--- src/rtl/gpx_pkg.sv ---
package gpx_pkg;

    localparam int BYTE_W = 8;
    localparam int NPORT  = 2;
    localparam int PIN_W  = NPORT * BYTE_W;

    typedef enum logic [3:0] {
        ST_IDLE,
        ST_ADDR,
        ST_ADDR_ACK,
        ST_CMD,
        ST_CMD_ACK,
        ST_WDAT,
        ST_WDAT_ACK,
        ST_RDAT,
        ST_RACK,
        ST_HOLD
    } bus_state_e;

    typedef enum logic [1:0] {
        GRP_IN  = 2'd0,
        GRP_OUT = 2'd1,
        GRP_POL = 2'd2,
        GRP_CFG = 2'd3
    } reg_grp_e;

    // pointer layout: group in the upper two bits, port in bit 0
    typedef struct packed {
        logic [1:0] grp;
        logic       port;
    } reg_ptr_t;

    typedef struct packed {
        logic              en;
        reg_ptr_t          ptr;
        logic [BYTE_W-1:0] data;
    } wr_req_t;

    function automatic reg_ptr_t ptr_pair_next(reg_ptr_t p);
        reg_ptr_t n;
        n      = p;
        n.port = ~p.port;
        return n;
    endfunction

    function automatic logic [6:0] target_addr(logic [3:0] hi, logic [1:0] sel);
        return {hi, 1'b0, sel};
    endfunction

endpackage

--- src/rtl/gpx_sync.sv ---
module gpx_sync #(
    parameter int             W       = 1,
    parameter int             STAGES  = 2,
    parameter logic [W-1:0]   RST_VAL = '0
) (
    input  logic         clk,
    input  logic         rst,
    input  logic [W-1:0] d,
    output logic [W-1:0] q
);
    logic [W-1:0] st [STAGES];

    always_ff @(posedge clk) begin
        if (rst) begin
            for (int i = 0; i < STAGES; i++) st[i] <= RST_VAL;
        end else begin
            st[0] <= d;
            for (int i = 1; i < STAGES; i++) st[i] <= st[i-1];
        end
    end

    assign q = st[STAGES-1];
endmodule

--- src/rtl/gpx_bus_fsm.sv ---
module gpx_bus_fsm
    import gpx_pkg::*;
#(
    parameter logic [3:0] ADDR_HI = 4'b0100
) (
    input  logic              clk,
    input  logic              rst,
    input  logic              scl_s,
    input  logic              sda_s,
    input  logic [1:0]        sel,
    input  logic [BYTE_W-1:0] rd_data,
    output logic              sda_pull,
    output wr_req_t           wr,
    output reg_ptr_t          ptr,
    output bus_state_e        state
);
    localparam int CNT_W = $clog2(BYTE_W + 1);

    logic              scl_q, sda_q;
    logic [CNT_W-1:0]  bitcnt;
    logic [BYTE_W-1:0] rx, tx;
    logic              rw, ack_q;
    logic              scl_rise, scl_fall, start_det, stop_det, byte_done;
    logic [6:0]        my_addr;

    assign scl_rise  = scl_s & ~scl_q;
    assign scl_fall  = ~scl_s & scl_q;
    assign start_det = scl_s & scl_q & sda_q & ~sda_s;
    assign stop_det  = scl_s & scl_q & ~sda_q & sda_s;
    assign byte_done = (bitcnt == CNT_W'(BYTE_W));
    assign my_addr   = target_addr(ADDR_HI, sel);

    always_ff @(posedge clk) begin
        if (rst) begin
            scl_q    <= 1'b1;
            sda_q    <= 1'b1;
            state    <= ST_IDLE;
            bitcnt   <= '0;
            rx       <= '0;
            tx       <= '0;
            rw       <= 1'b0;
            ack_q    <= 1'b0;
            sda_pull <= 1'b0;
            ptr      <= '0;
            wr       <= '0;
        end else begin
            scl_q  <= scl_s;
            sda_q  <= sda_s;
            wr.en  <= 1'b0;
            if (start_det) begin
                state    <= ST_ADDR;
                bitcnt   <= '0;
                sda_pull <= 1'b0;
            end else if (stop_det) begin
                state    <= ST_IDLE;
                sda_pull <= 1'b0;
            end else begin
                if (scl_rise) begin
                    if (state == ST_ADDR || state == ST_CMD || state == ST_WDAT) begin
                        rx     <= {rx[BYTE_W-2:0], sda_s};
                        bitcnt <= bitcnt + 1'b1;
                    end
                    if (state == ST_RDAT) bitcnt <= bitcnt + 1'b1;
                    if (state == ST_RACK) ack_q <= ~sda_s;
                end
                if (scl_fall) begin
                    case (state)
                        ST_ADDR: if (byte_done) begin
                            if (rx[BYTE_W-1:1] == my_addr) begin
                                sda_pull <= 1'b1;
                                rw       <= rx[0];
                                state    <= ST_ADDR_ACK;
                            end else begin
                                state    <= ST_HOLD;
                            end
                        end
                        ST_ADDR_ACK: begin
                            bitcnt <= '0;
                            if (rw) begin
                                sda_pull <= ~rd_data[BYTE_W-1];
                                tx       <= {rd_data[BYTE_W-2:0], 1'b0};
                                state    <= ST_RDAT;
                            end else begin
                                sda_pull <= 1'b0;
                                state    <= ST_CMD;
                            end
                        end
                        ST_CMD: if (byte_done) begin
                            ptr      <= reg_ptr_t'(rx[2:0]);
                            sda_pull <= 1'b1;
                            state    <= ST_CMD_ACK;
                        end
                        ST_CMD_ACK, ST_WDAT_ACK: begin
                            sda_pull <= 1'b0;
                            bitcnt   <= '0;
                            state    <= ST_WDAT;
                        end
                        ST_WDAT: if (byte_done) begin
                            wr.en    <= 1'b1;
                            wr.ptr   <= ptr;
                            wr.data  <= rx;
                            ptr      <= ptr_pair_next(ptr);
                            sda_pull <= 1'b1;
                            state    <= ST_WDAT_ACK;
                        end
                        ST_RDAT: begin
                            if (byte_done) begin
                                sda_pull <= 1'b0;
                                ptr      <= ptr_pair_next(ptr);
                                state    <= ST_RACK;
                            end else begin
                                sda_pull <= ~tx[BYTE_W-1];
                                tx       <= {tx[BYTE_W-2:0], 1'b0};
                            end
                        end
                        ST_RACK: begin
                            if (ack_q) begin
                                bitcnt   <= '0;
                                sda_pull <= ~rd_data[BYTE_W-1];
                                tx       <= {rd_data[BYTE_W-2:0], 1'b0};
                                state    <= ST_RDAT;
                            end else begin
                                sda_pull <= 1'b0;
                                state    <= ST_HOLD;
                            end
                        end
                        default: ;
                    endcase
                end
            end
        end
    end
endmodule

--- src/rtl/gpx_regs.sv ---
module gpx_regs
    import gpx_pkg::*;
(
    input  logic              clk,
    input  logic              rst,
    input  wr_req_t           wr,
    input  reg_ptr_t          rd_ptr,
    input  logic [PIN_W-1:0]  pin_s,
    output logic [BYTE_W-1:0] rd_data,
    output logic [PIN_W-1:0]  out_q,
    output logic [PIN_W-1:0]  cfg_q
);
    logic [BYTE_W-1:0] out_r [NPORT];
    logic [BYTE_W-1:0] pol_r [NPORT];
    logic [BYTE_W-1:0] cfg_r [NPORT];
    logic [BYTE_W-1:0] in_v  [NPORT];

    for (genvar p = 0; p < NPORT; p++) begin : g_port
        logic hit;
        assign hit = wr.en && (wr.ptr.port == 1'(p));

        always_ff @(posedge clk) begin
            if (rst) begin
                out_r[p] <= '1;
                pol_r[p] <= '0;
                cfg_r[p] <= '1;
            end else if (hit) begin
                case (reg_grp_e'(wr.ptr.grp))
                    GRP_OUT: out_r[p] <= wr.data;
                    GRP_POL: pol_r[p] <= wr.data;
                    GRP_CFG: cfg_r[p] <= wr.data;
                    default: ;
                endcase
            end
        end

        assign in_v[p]                   = pin_s[p*BYTE_W +: BYTE_W] ^ pol_r[p];
        assign out_q[p*BYTE_W +: BYTE_W] = out_r[p];
        assign cfg_q[p*BYTE_W +: BYTE_W] = cfg_r[p];
    end

    always_comb begin
        case (reg_grp_e'(rd_ptr.grp))
            GRP_IN:  rd_data = in_v[rd_ptr.port];
            GRP_OUT: rd_data = out_r[rd_ptr.port];
            GRP_POL: rd_data = pol_r[rd_ptr.port];
            default: rd_data = cfg_r[rd_ptr.port];
        endcase
    end
endmodule

--- src/rtl/gpx16_target.sv ---
module gpx16_target
    import gpx_pkg::*;
#(
    parameter logic [3:0] ADDR_HI     = 4'b0100,
    parameter int         SYNC_STAGES = 2
) (
    input  logic             clk,
    input  logic             rst,
    input  logic             scl_i,
    input  logic             sda_i,
    output logic             sda_pull_o,
    input  logic [1:0]       sel_i,
    input  logic [PIN_W-1:0] pin_i,
    output logic [PIN_W-1:0] pin_o,
    output logic [PIN_W-1:0] pin_oe_o
);
    logic [1:0]        bus_s;
    logic              scl_s, sda_s;
    logic [PIN_W-1:0]  pin_s, out_q, cfg_q;
    logic [BYTE_W-1:0] rd_data;
    wr_req_t           wr;
    reg_ptr_t          ptr;
    bus_state_e        fsm_state;

    gpx_sync #(.W(2), .STAGES(SYNC_STAGES), .RST_VAL(2'b11)) i_bus_sync (
        .clk(clk), .rst(rst), .d({scl_i, sda_i}), .q(bus_s)
    );
    assign scl_s = bus_s[1];
    assign sda_s = bus_s[0];

    gpx_sync #(.W(PIN_W), .STAGES(SYNC_STAGES), .RST_VAL('0)) i_pin_sync (
        .clk(clk), .rst(rst), .d(pin_i), .q(pin_s)
    );

    gpx_bus_fsm #(.ADDR_HI(ADDR_HI)) i_fsm (
        .clk(clk), .rst(rst), .scl_s(scl_s), .sda_s(sda_s), .sel(sel_i),
        .rd_data(rd_data), .sda_pull(sda_pull_o), .wr(wr), .ptr(ptr), .state(fsm_state)
    );

    gpx_regs i_regs (
        .clk(clk), .rst(rst), .wr(wr), .rd_ptr(ptr), .pin_s(pin_s),
        .rd_data(rd_data), .out_q(out_q), .cfg_q(cfg_q)
    );

    assign pin_o    = out_q;
    assign pin_oe_o = ~cfg_q;

    // flat views for the bound checker
    logic       wr_strobe;
    logic [2:0] wr_ptr_bits, ptr_bits;
    logic       in_hold;
    assign wr_strobe   = wr.en;
    assign wr_ptr_bits = wr.ptr;
    assign ptr_bits    = ptr;
    assign in_hold     = (fsm_state == ST_HOLD);
endmodule

--- config.mk ---
export PLATFORM = sky130hd
export DESIGN_NAME = gpx16_target
export DESIGN_NICKNAME = d
export VERILOG_FILES = /design/src/rtl/gpx_pkg.sv /design/src/rtl/gpx_sync.sv /design/src/rtl/gpx_bus_fsm.sv /design/src/rtl/gpx_regs.sv /design/src/rtl/gpx16_target.sv
export SDC_FILE = /design/constraint.sdc
export NUM_CORES = 1
export LEC_CHECK = 0
export BUFFER_PORTS_ARGS = -buffer_cell sky130_fd_sc_hd__buf_4
export CELL_PAD_IN_SITES_DETAIL_PLACEMENT = 0
export CELL_PAD_IN_SITES_GLOBAL_PLACEMENT = 1
export CORE_MARGIN = 1
export CORE_UTILIZATION = 46
export CTS_BUF_LIST = sky130_fd_sc_hd__clkbuf_4 sky130_fd_sc_hd__clkbuf_8
export DETAILED_ROUTE_END_ITERATION = 10
export PLACE_DENSITY = 0.9
export SYNTH_ARGS = -nofsm -noshare
export SYNTH_HDL_FRONTEND = slang
export SYNTH_SLANG_ARGS = --single-unit
--- constraint.sdc ---
create_clock -name clk -period 2.3 [get_ports clk]
set_input_delay 0.115 -clock clk [delete_from_list [all_inputs] [get_ports clk]]
set_output_delay 0.115 -clock clk [all_outputs]
set_load 0.05 [all_outputs]
==> results.json, run 1 <==
{
  "post-dp-hpwl_mm": 9.52,
  "grt_max_degree": 69,
  "cts_resized": 0,
  "initialDrtViolationCount": 334,
  "worst_slew_pin_slew_ns": 0.696,
  "totalNegativeSetupSlack_ns": 0,
  "synth_seq_area_share": 0.537,
  "fp.coreArea_sq_mm": 0.0120,
  "clk-insertion-delay-late_ns": 0.43,
  "globalRouteOverflowTotal": 0,
  "hold_viol_final": 0,
  "min_period_ns": 2.07,
  "powerDensity_mw_per_mm2": 646,
  "initial_core_util": 0.472,
  "synth_common_cells": "sky130_fd_sc_hd__dfxtp_1, sky130_fd_sc_hd__edfxtp_1, sky130_fd_sc_hd__nor2_1",
  "fmax_mhz": 482,
  "rsz0062_at_grt": "false",
  "synthesis.nets": 570,
  "floorplan.die.width_um": 113,
  "cts_max_level": 4,
  "clock_path_buffers": 2,
  "routed_wirelength_mm": 13.4,
  "drive_above_1_share": 0.215,
  "most_used_standard_cell_by_instance_count_after_synthesis": "sky130_fd_sc_hd__dfxtp_1",
  "post-layout-total-power_mw": 4.40,
  "ir_worst_vdd_mv": 0.304,
  "synth.ff_latch_count": 128,
  "synth_largest_type_area_fraction": 0.283,
  "yosys-top-cells-area": "sky130_fd_sc_hd__dfxtp_1, sky130_fd_sc_hd__edfxtp_1, sky130_fd_sc_hd__mux2i_1",
  "drc_errors": 0,
  "post_synth_design_cell_area_sq_mm": 0.00567,
  "final_max_slew_viol_count": 0,
  "worstSetupEndpointType": "register",
  "drv.max_cap_violation_count": 0,
  "clock_tree_from_tritoncts": "done",
  "hold_class": "in2reg",
  "number_of_detailed_routing_iterations_run_before_antenna_repair": 5,
  "dp_cells": 739,
  "gr-usage-all-layers": 0.215,
  "synth_cell_types": 58,
  "antenna_found_initial": 0,
  "post_drt_wl_per_cell_um": 16.9,
  "synth-async-reset-ratio": 0,
  "place.gp.congestion": 0.937,
  "via_count_of_the_first_global_routing_pass": 4065,
  "worst-endpoint-required_ns": 2.63,
  "viasPerCell": 5.41,
  "n_fill_cell": 1036,
  "fp.dieArea_sq_mm": 0.0128,
  "antennaDiodeCount": 0,
  "worst_path_bufs_invs": 0,
  "slew_headroom": 0.531,
  "leakage_power_total_nw": 2.63,
  "worst_path_largest_cell_delay_ns": 0.66,
  "crit_slowest_cell": "sky130_fd_sc_hd__dfxtp_1",
  "rows": 40,
  "crit_path_cell_trace": "or2b_1 -> nor4_1 -> a211o_1 -> nand3_1 -> o41ai_2",
  "post_cts_buffers": 0,
  "number_of_clock_sinks": 128,
  "result_of_the_run": "complete, no violations",
  "final.period_utilization": 0.902,
  "worst-path-max-fanout": 17,
  "area.growth.synth_to_final_pct": 20.1,
  "critical_path_arrival_ns": 2.41,
  "cp_top_family": "simple AND/OR/NAND/NOR gates",
  "synth_top_cell_by_area": "sky130_fd_sc_hd__dfxtp_1",
  "die_height_um": 113,
  "final-instance-count-excl-fill": 789,
  "nets": 653,
  "cts-buffers-inserted": 17,
  "io_pins": 55,
  "vias": 4271,
  "clkSlewWorstSetupHoldPaths_ns": 0.08,
  "synthesis.yosys.warnings": 0,
  "first_pass_grt_wire_length_mm": 21.1,
  "post_synth.cell_area_avg_sq_um": 10.4,
  "synth_enable_flop_cells": 48,
  "yosys_most_used_dff": "sky130_fd_sc_hd__dfxtp_1",
  "ant_nets": 0,
  "number_of_endpoints_failing_setup_at_the_final_stage": 0,
  "clock-skew-final_ns": 0.0147,
  "portBuffers": 54,
  "cts_root_buffer": "sky130_fd_sc_hd__clkbuf_8",
  "synthesis.instances": 546,
  "critPathKind": "reg2reg",
  "cp-start-kind": "register"
}
power by group:
part	switching (mW)	leakage, nW	internal (mW)
Combinational	0.107	1.38	0.103
Sequential	0.0277	1.05	2.39
Clock	0.934	0.191	0.838
Total	1.07	2.63	3.33
repair_timing:
item                       in CTS  in global routing
hold buffers                   18                  0
setup endpoints to repair       0                  0
hold endpoints to repair       18                  0
registers in the layout, indices dropped and copies added (netlist names), named ones only:
signal / count
i_bus_sync.st: 4
i_fsm.wr: 12
i_fsm.scl_q: 1
i_fsm.ptr: 3
i_fsm.state: 4
i_pin_sync.st: 32
i_regs.cfg_r: 16
i_fsm.tx: 7
i_fsm.rx: 8
i_fsm.sda_q: 1
i_regs.pol_r: 16
i_fsm.sda_pull: 1
i_regs.out_r: 16
i_fsm.bitcnt: 4
i_fsm.ack_q: 1
i_fsm.rw: 1
worst register-to-register path: stages, from the launching register on:
cell	delay [ns]
sky130_fd_sc_hd__dfxtp_1	0.66
sky130_fd_sc_hd__or2b_1	0.33
sky130_fd_sc_hd__nor4_1	0.35
sky130_fd_sc_hd__a211o_1	0.39
sky130_fd_sc_hd__nand3_1	0.17
sky130_fd_sc_hd__o41ai_2	0.08
final cells by class:
cell class | instances | area, sq um | area share
multi-input combinational | 365 | 2380 | 0.349
clock buffer | 20 | 269 | 0.0395
sequential | 128 | 3040 | 0.447
tap | 147 | 184 | 0.0270
clock inverter | 12 | 93.8 | 0.0138
inverter | 22 | 82.6 | 0.0121
timing repair buffer | 95 | 758 | 0.111
cells in the final DEF (no fill, tap or decap), types with 3 or more instances in the layout:
cell	instances
sky130_fd_sc_hd__a2111oi_0	3
sky130_fd_sc_hd__a211oi_1	8
sky130_fd_sc_hd__a21oi_1	18
sky130_fd_sc_hd__a21oi_2	3
sky130_fd_sc_hd__a31oi_1	4
sky130_fd_sc_hd__and2_1	16
sky130_fd_sc_hd__buf_4	77
sky130_fd_sc_hd__clkbuf_8	19
sky130_fd_sc_hd__dfxtp_1	80
sky130_fd_sc_hd__dlygate4sd3_1	18
sky130_fd_sc_hd__edfxtp_1	48
sky130_fd_sc_hd__inv_1	22
sky130_fd_sc_hd__inv_4	4
sky130_fd_sc_hd__inv_6	6
sky130_fd_sc_hd__mux2i_1	33
sky130_fd_sc_hd__nand2_1	30
sky130_fd_sc_hd__nand2b_1	16
sky130_fd_sc_hd__nand3_1	17
sky130_fd_sc_hd__nand4_1	3
sky130_fd_sc_hd__nor2_1	47
sky130_fd_sc_hd__nor2b_1	35
sky130_fd_sc_hd__nor3_1	3
sky130_fd_sc_hd__nor3b_1	4
sky130_fd_sc_hd__nor4_1	3
sky130_fd_sc_hd__o211ai_1	3
sky130_fd_sc_hd__o21ai_0	23
sky130_fd_sc_hd__o22ai_1	6
sky130_fd_sc_hd__o41ai_2	3
sky130_fd_sc_hd__or2_2	14
sky130_fd_sc_hd__or3_1	17
sky130_fd_sc_hd__xnor2_1	14
sky130_fd_sc_hd__xor2_1	10
cells by family (layout without fill, tap and decap cells):
family,Yosys count,after routing,share of synthesized area
AND/OR/NAND/NOR,216,216,0.206
AO/OA/AOI/OAI,87,87,0.106
XOR/XNOR,24,24,0.0371
adder cells (fa/ha/maj),2,2,0.00441
flip-flops,128,128,0.537
multiplexers,36,36,0.0662
buffers and inverters,53,149,0.0435
per-stage QoR:
stage          instance area, sq um   util  worst slack, ns  hold slack, ns
6_report                       6810  0.567            0.225           0.184
4_1_cts                        6810  0.567            0.267           0.156
5_1_grt                        6810  0.567           0.0850           0.181
3_3_place_gp                   6270  0.522            0.385           0.303
3_5_place_dp                   6270  0.522            0.290           0.302
2_1_floorplan                  5670      -            0.530           0.219
final timing paths:
path	from	endpoint	slack (ns)	cells past startpoint
setup / recovery	i_fsm.state[1]	i_fsm.tx[3]	0.23	5
hold / removal	rst	i_fsm.sda_q	0.18	4
hold reg to reg	i_bus_sync.st[0][1]	i_bus_sync.st[0][3]	0.41	1
setup reg to reg	i_fsm.state[1]	i_fsm.tx[3]	0.23	5
metal layers:
layer | vias up | track usage | wire, um
li1 | 2074 | - | -
met1 | 2023 | 0.282 | 5940
met2 | 155 | 0.349 | 6390
met3 | 19 | 0.0445 | 778
met4 | 0 | 0.0877 | 254
met5 | - | 0 | 0
Note: power is estimated with default switching activity, not from simulation.
==> inputs of run 2 (changes only) <==
CORE_ASPECT_RATIO = 0.6   (was not set)
RECOVER_POWER = 100   (was not set)
==> results.json, run 2 (same netlist as run 1, synthesis figures left out) <==
{
  "result_of_the_run": "complete, no violations",
  "placed_cell_area_sq_mm": 0.00627,
  "drive_above_1_share": 0.137,
  "final.period_utilization": 0.885,
  "largest_register_ff_count": 32,
  "worst-endpoint-required_ns": 2.64,
  "timing.hold.worst_path_depth": 4,
  "regArea_sq_mm": 0.00304,
  "critPathKind": "reg2reg",
  "drv.max_cap_violation_count": 0,
  "dp_cells": 751,
  "clkSlewWorstSetupHoldPaths_ns": 0.08,
  "finalHoldWorstSlack_ns": 0.286,
  "number_of_endpoints_failing_setup_at_the_final_stage": 0,
  "nets": 652,
  "initial_core_util": 0.487,
  "fp.coreArea_sq_mm": 0.0116,
  "cts-buffers-inserted": 17,
  "floorplan.die.width_um": 145,
  "ir_worst_vdd_mv": 0.408,
  "hold_viol_final": 0,
  "post-layout-total-power_mw": 4.52,
  "number_of_detailed_routing_iterations_run_before_antenna_repair": 6,
  "totalNegativeSetupSlack_ns": 0,
  "final-instance-count-excl-fill": 801,
  "globalRouteOverflowTotal": 0,
  "clock_path_buffers": 2,
  "post-place-ws_ns": 0.311,
  "via_count_of_the_first_global_routing_pass": 4115,
  "place.gp.congestion": 0.859,
  "postLayoutCellArea_sq_mm": 0.00665,
  "fp.dieArea_sq_mm": 0.0128,
  "viasPerCell": 5.34,
  "post_drt_wl_per_cell_um": 16.9,
  "rows": 30,
  "clock-skew-final_ns": 0.00780,
  "worstRegToRegCells": 4,
  "portBuffers": 54,
  "post-dp-hpwl_mm": 9.53,
  "critical_path_arrival_ns": 2.37,
  "rsz0062_at_grt": "false",
  "layout.cells.most_common": "sky130_fd_sc_hd__dfxtp_1",
  "first_pass_grt_wire_length_mm": 21.9,
  "gr-usage-all-layers": 0.227,
  "fmax_mhz": 491,
  "registers.top_by_ff_count": "i_pin_sync.st",
  "io_pins": 55,
  "clk-insertion-delay-late_ns": 0.45,
  "n_fill_cell": 1042,
  "r2r_setup_slack_ns": 0.26,
  "grt_max_degree": 69,
  "final_max_slew_viol_count": 0,
  "die_height_um": 88.0,
  "ant_nets": 0,
  "final_design_utilization": 0.571,
  "fin_ws_ns": 0.265,
  "worst_slew_pin_slew_ns": 1.29,
  "antenna_found_initial": 0,
  "post_cts_buffers": 0,
  "worstSetupEndpointType": "register",
  "hold_class": "in2reg",
  "clock_tree_from_tritoncts": "done",
  "final_cell_mix": "sky130_fd_sc_hd__dfxtp_1, sky130_fd_sc_hd__edfxtp_1, sky130_fd_sc_hd__nor2_1",
  "leakage_power_total_nw": 2.44,
  "min_period_ns": 2.04,
  "multi_input_gate_area_sq_mm": 0.00234,
  "powerDensity_mw_per_mm2": 680,
  "number_of_clock_sinks": 128,
  "cts_max_level": 4,
  "cts_root_buffer": "sky130_fd_sc_hd__clkbuf_8",
  "antennaDiodeCount": 0,
  "vias": 4277,
  "routed_wirelength_mm": 13.5,
  "area.growth.synth_to_final_pct": 17.2,
  "slew_headroom": 0.141,
  "cp-start-kind": "register",
  "initialDrtViolationCount": 447,
  "worst-path-max-fanout": 19,
  "drc_errors": 0
}
-- run 2: changes by cell type in the layout (fill, tap and decap cells not counted), sizes merged --
cell | previous run | this run
buf | 77 | 31
clkbuf | 20 | 63
clkinv | 1 | 3
bufinv | 0 | 1
inv | 32 | 31
-- run 2: worst paths after layout --
kind                            start                  end
setup / recovery       i_fsm.state[0]          i_fsm.tx[2]
hold / removal                    rst          i_fsm.sda_q
hold reg to reg   i_bus_sync.st[0][0]  i_bus_sync.st[0][2]
setup reg to reg       i_fsm.state[0]          i_fsm.tx[2]
-- run 2: layer usage --
layer | GRT usage | part of all wire | vias up
met5 | 0 | 0 | -
met4 | 0.0823 | 0.017 | 0
met3 | 0.0958 | 0.10 | 29
met2 | 0.308 | 0.40 | 181
met1 | 0.320 | 0.49 | 1996
li1 | - | - | 2071
-- run 2: layout make-up --
cell class | instances | share of cell area
inverters | 22 | 0.0124
clock inverters | 14 | 0.0215
multi-input cells | 365 | 0.353
well taps | 160 | 0.0301
flip-flops and latches | 128 | 0.458
repair buffers | 94 | 0.0877
clock buffers | 18 | 0.0373
-- run 2: report_power, final --
group	total (mW)	leakage, nW	internal [mW]	switching [mW]
sequential	2.41	1.05	2.39	0.0279
combinational	0.197	1.19	0.0936	0.103
clock	1.91	0.200	0.918	0.989
-- run 2: worst max-delay path, cell delays in order (launching register included) --
cell	delay, ns
sky130_fd_sc_hd__dfxtp_1	0.72
sky130_fd_sc_hd__and4b_1	0.31
sky130_fd_sc_hd__nand2b_1	0.09
sky130_fd_sc_hd__a211o_1	0.44
sky130_fd_sc_hd__o41ai_1	0.37
-- run 2: what timing repair did --
item                                    CTS  global route
endpoints found under the setup margin    0             2
endpoints found under the hold margin    18             0
hold buffers                             18             0
gates resized for setup                   0             1
==> inputs of run 3 (changes only) <==
PLACE_DENSITY = 0.88   (was 0.9)
==> results.json, run 3 (same netlist as run 1, synthesis figures left out) <==
{
  "via_count_of_the_first_global_routing_pass": 4147,
  "post-dp-hpwl_mm": 9.98,
  "fp.dieArea_sq_mm": 0.0128,
  "cp-start-kind": "register",
  "number_of_endpoints_failing_setup_at_the_final_stage": 0,
  "post_drt_wl_per_cell_um": 17.4,
  "area.growth.synth_to_final_pct": 17.5,
  "antennaDiodeCount": 0,
  "gr-usage-all-layers": 0.230,
  "initial_core_util": 0.487,
  "hold_viol_final": 0,
  "hold_class": "in2reg",
  "clkSlewWorstSetupHoldPaths_ns": 0.08,
  "viasPerCell": 5.40,
  "fp.coreArea_sq_mm": 0.0116,
  "result_of_the_run": "complete, no violations",
  "critPathKind": "reg2reg",
  "post-layout-total-power_mw": 4.56,
  "clock_tree_from_tritoncts": "done",
  "slew_headroom": 0.108,
  "postLayoutCellArea_sq_mm": 0.00666,
  "clock_path_buffers": 2,
  "intPower_mw": 3.39,
  "vias": 4317,
  "die_height_um": 88.0,
  "leakage_power_total_nw": 2.44,
  "initialDrtViolationCount": 354,
  "worstSetupEndpointType": "register",
  "number_of_clock_sinks": 128,
  "final-instance-count-excl-fill": 800,
  "nets": 651,
  "final_cell_mix": "sky130_fd_sc_hd__dfxtp_1, sky130_fd_sc_hd__edfxtp_1, sky130_fd_sc_hd__nor2_1",
  "final_max_slew_viol_count": 0,
  "globalRouteOverflowTotal": 0,
  "p_switching_mw": 1.17,
  "worst-path-max-fanout": 13,
  "floorplan.die.width_um": 145,
  "drive_above_1_share": 0.134,
  "critical_path_arrival_ns": 2.37,
  "clock-skew-final_ns": 0.0103,
  "cts-buffers-inserted": 17,
  "n_fill_cell": 1024,
  "swShare": 0.256,
  "powerDensity_mw_per_mm2": 685,
  "worst_slew_pin_slew_ns": 1.34,
  "cts_max_level": 4,
  "grt_max_degree": 69,
  "layout.cells.most_common": "sky130_fd_sc_hd__dfxtp_1",
  "first_pass_grt_wire_length_mm": 21.9,
  "place.gp.congestion": 0.859,
  "drc_errors": 0,
  "drv.max_cap_violation_count": 0,
  "cts_root_buffer": "sky130_fd_sc_hd__clkbuf_8",
  "critical_path.reg2reg.startpoint": "i_fsm.state[3]",
  "ir_worst_vdd_mv": 0.487,
  "post_cts_buffers": 0,
  "clkPwrFrac": 0.426,
  "portBuffers": 54,
  "seqPwrFrac": 0.529,
  "combPwrFrac": 0.044,
  "final.period_utilization": 0.906,
  "rows": 30,
  "registers.top_by_ff_count": "i_pin_sync.st",
  "worst-endpoint-required_ns": 2.59,
  "totalNegativeSetupSlack_ns": 0,
  "rsz0062_at_grt": "false",
  "min_period_ns": 2.08,
  "fmax_mhz": 480,
  "ant_nets": 0,
  "number_of_detailed_routing_iterations_run_before_antenna_repair": 4,
  "placed_cell_area_sq_mm": 0.00628,
  "routed_wirelength_mm": 13.9,
  "largest_register_ff_count": 32,
  "antenna_found_initial": 0,
  "dp_cells": 750,
  "io_pins": 55,
  "clk-insertion-delay-late_ns": 0.45,
  "cp-startpoint": "i_fsm.state[3]",
  "startpoint_of_the_most_critical_hold_path": "rst"
}
run 3: changes by cell type in the layout (fill, tap and decap cells not counted), moves of 2 or more:
cell,before,now
sky130_fd_sc_hd__inv_8,2,4
sky130_fd_sc_hd__buf_4,31,29
sky130_fd_sc_hd__and2_1,9,5
sky130_fd_sc_hd__and2_0,7,11
run 3: layer usage:
layer  routed length [um]  global-route usage  vias to the layer above
li1                     -                   -                     2072
met1                 6460               0.313                     2029
met2                 5840               0.342                      192
met3                 1370              0.0807                       24
met4                  231              0.0794                        0
met5                    0                   0                        -
run 3: worst max-delay path, stage by stage (launching register included):
cell,delay [ns]
sky130_fd_sc_hd__dfxtp_1,0.52
sky130_fd_sc_hd__buf_4,0.25
sky130_fd_sc_hd__nand3b_1,0.26
sky130_fd_sc_hd__nor2_1,0.07
sky130_fd_sc_hd__nand3_1,0.10
sky130_fd_sc_hd__clkbuf_2,0.39
sky130_fd_sc_hd__mux2i_1,0.26
sky130_fd_sc_hd__nor2_1,0.06
run 3: worst paths after layout:
check	to	slack (ns)	cells after the start
max	i_fsm.wr[6]	0.22	7
max reg2reg	i_fsm.wr[6]	0.22	7
min reg2reg	i_bus_sync.st[0][2]	0.42	1
min	i_fsm.sda_q	0.31	4
run 3: power groups by stage:
| stage | clock [mW] | combinational, mW | sequential [mW] |
|---|---|---|---|
| detailed placement | 0 | 0.187 | 2.46 |
| floorplan | 0 | 0.104 | 2.46 |
| global placement | 0 | 0.184 | 2.46 |
| CTS | 1.97 | 0.212 | 2.41 |
| finish | 1.94 | 0.203 | 2.41 |
| global route | 2.06 | 0.221 | 2.42 |
run 3: metrics by stage:
stage	hold slack, ns	utilization	setup slack (ns)
after global placement	0.301	0.540	0.349
after CTS	0.114	0.590	0.280
final	0.313	0.572	0.216
after detailed placement	0.302	0.540	0.300
after global routing	0.312	0.572	0.0510
after floorplan	0.219	-	0.530
run 3: layout make-up:
class	instances	area (sq um)	area share
Clock buffer	17	234	0.0351
Clock inverter	15	166	0.0250
Inverter	22	82.6	0.0124
Multi-Input combinational cell	365	2340	0.352
Sequential cell	128	3040	0.457
Tap cell	160	200	0.0301
Timing Repair Buffer	93	589	0.0885
run 3: timing repair:
action | in CTS | in global routing
endpoints found under the hold margin | 18 | 0
resized for setup | 0 | 0
hold buffers | 18 | 0
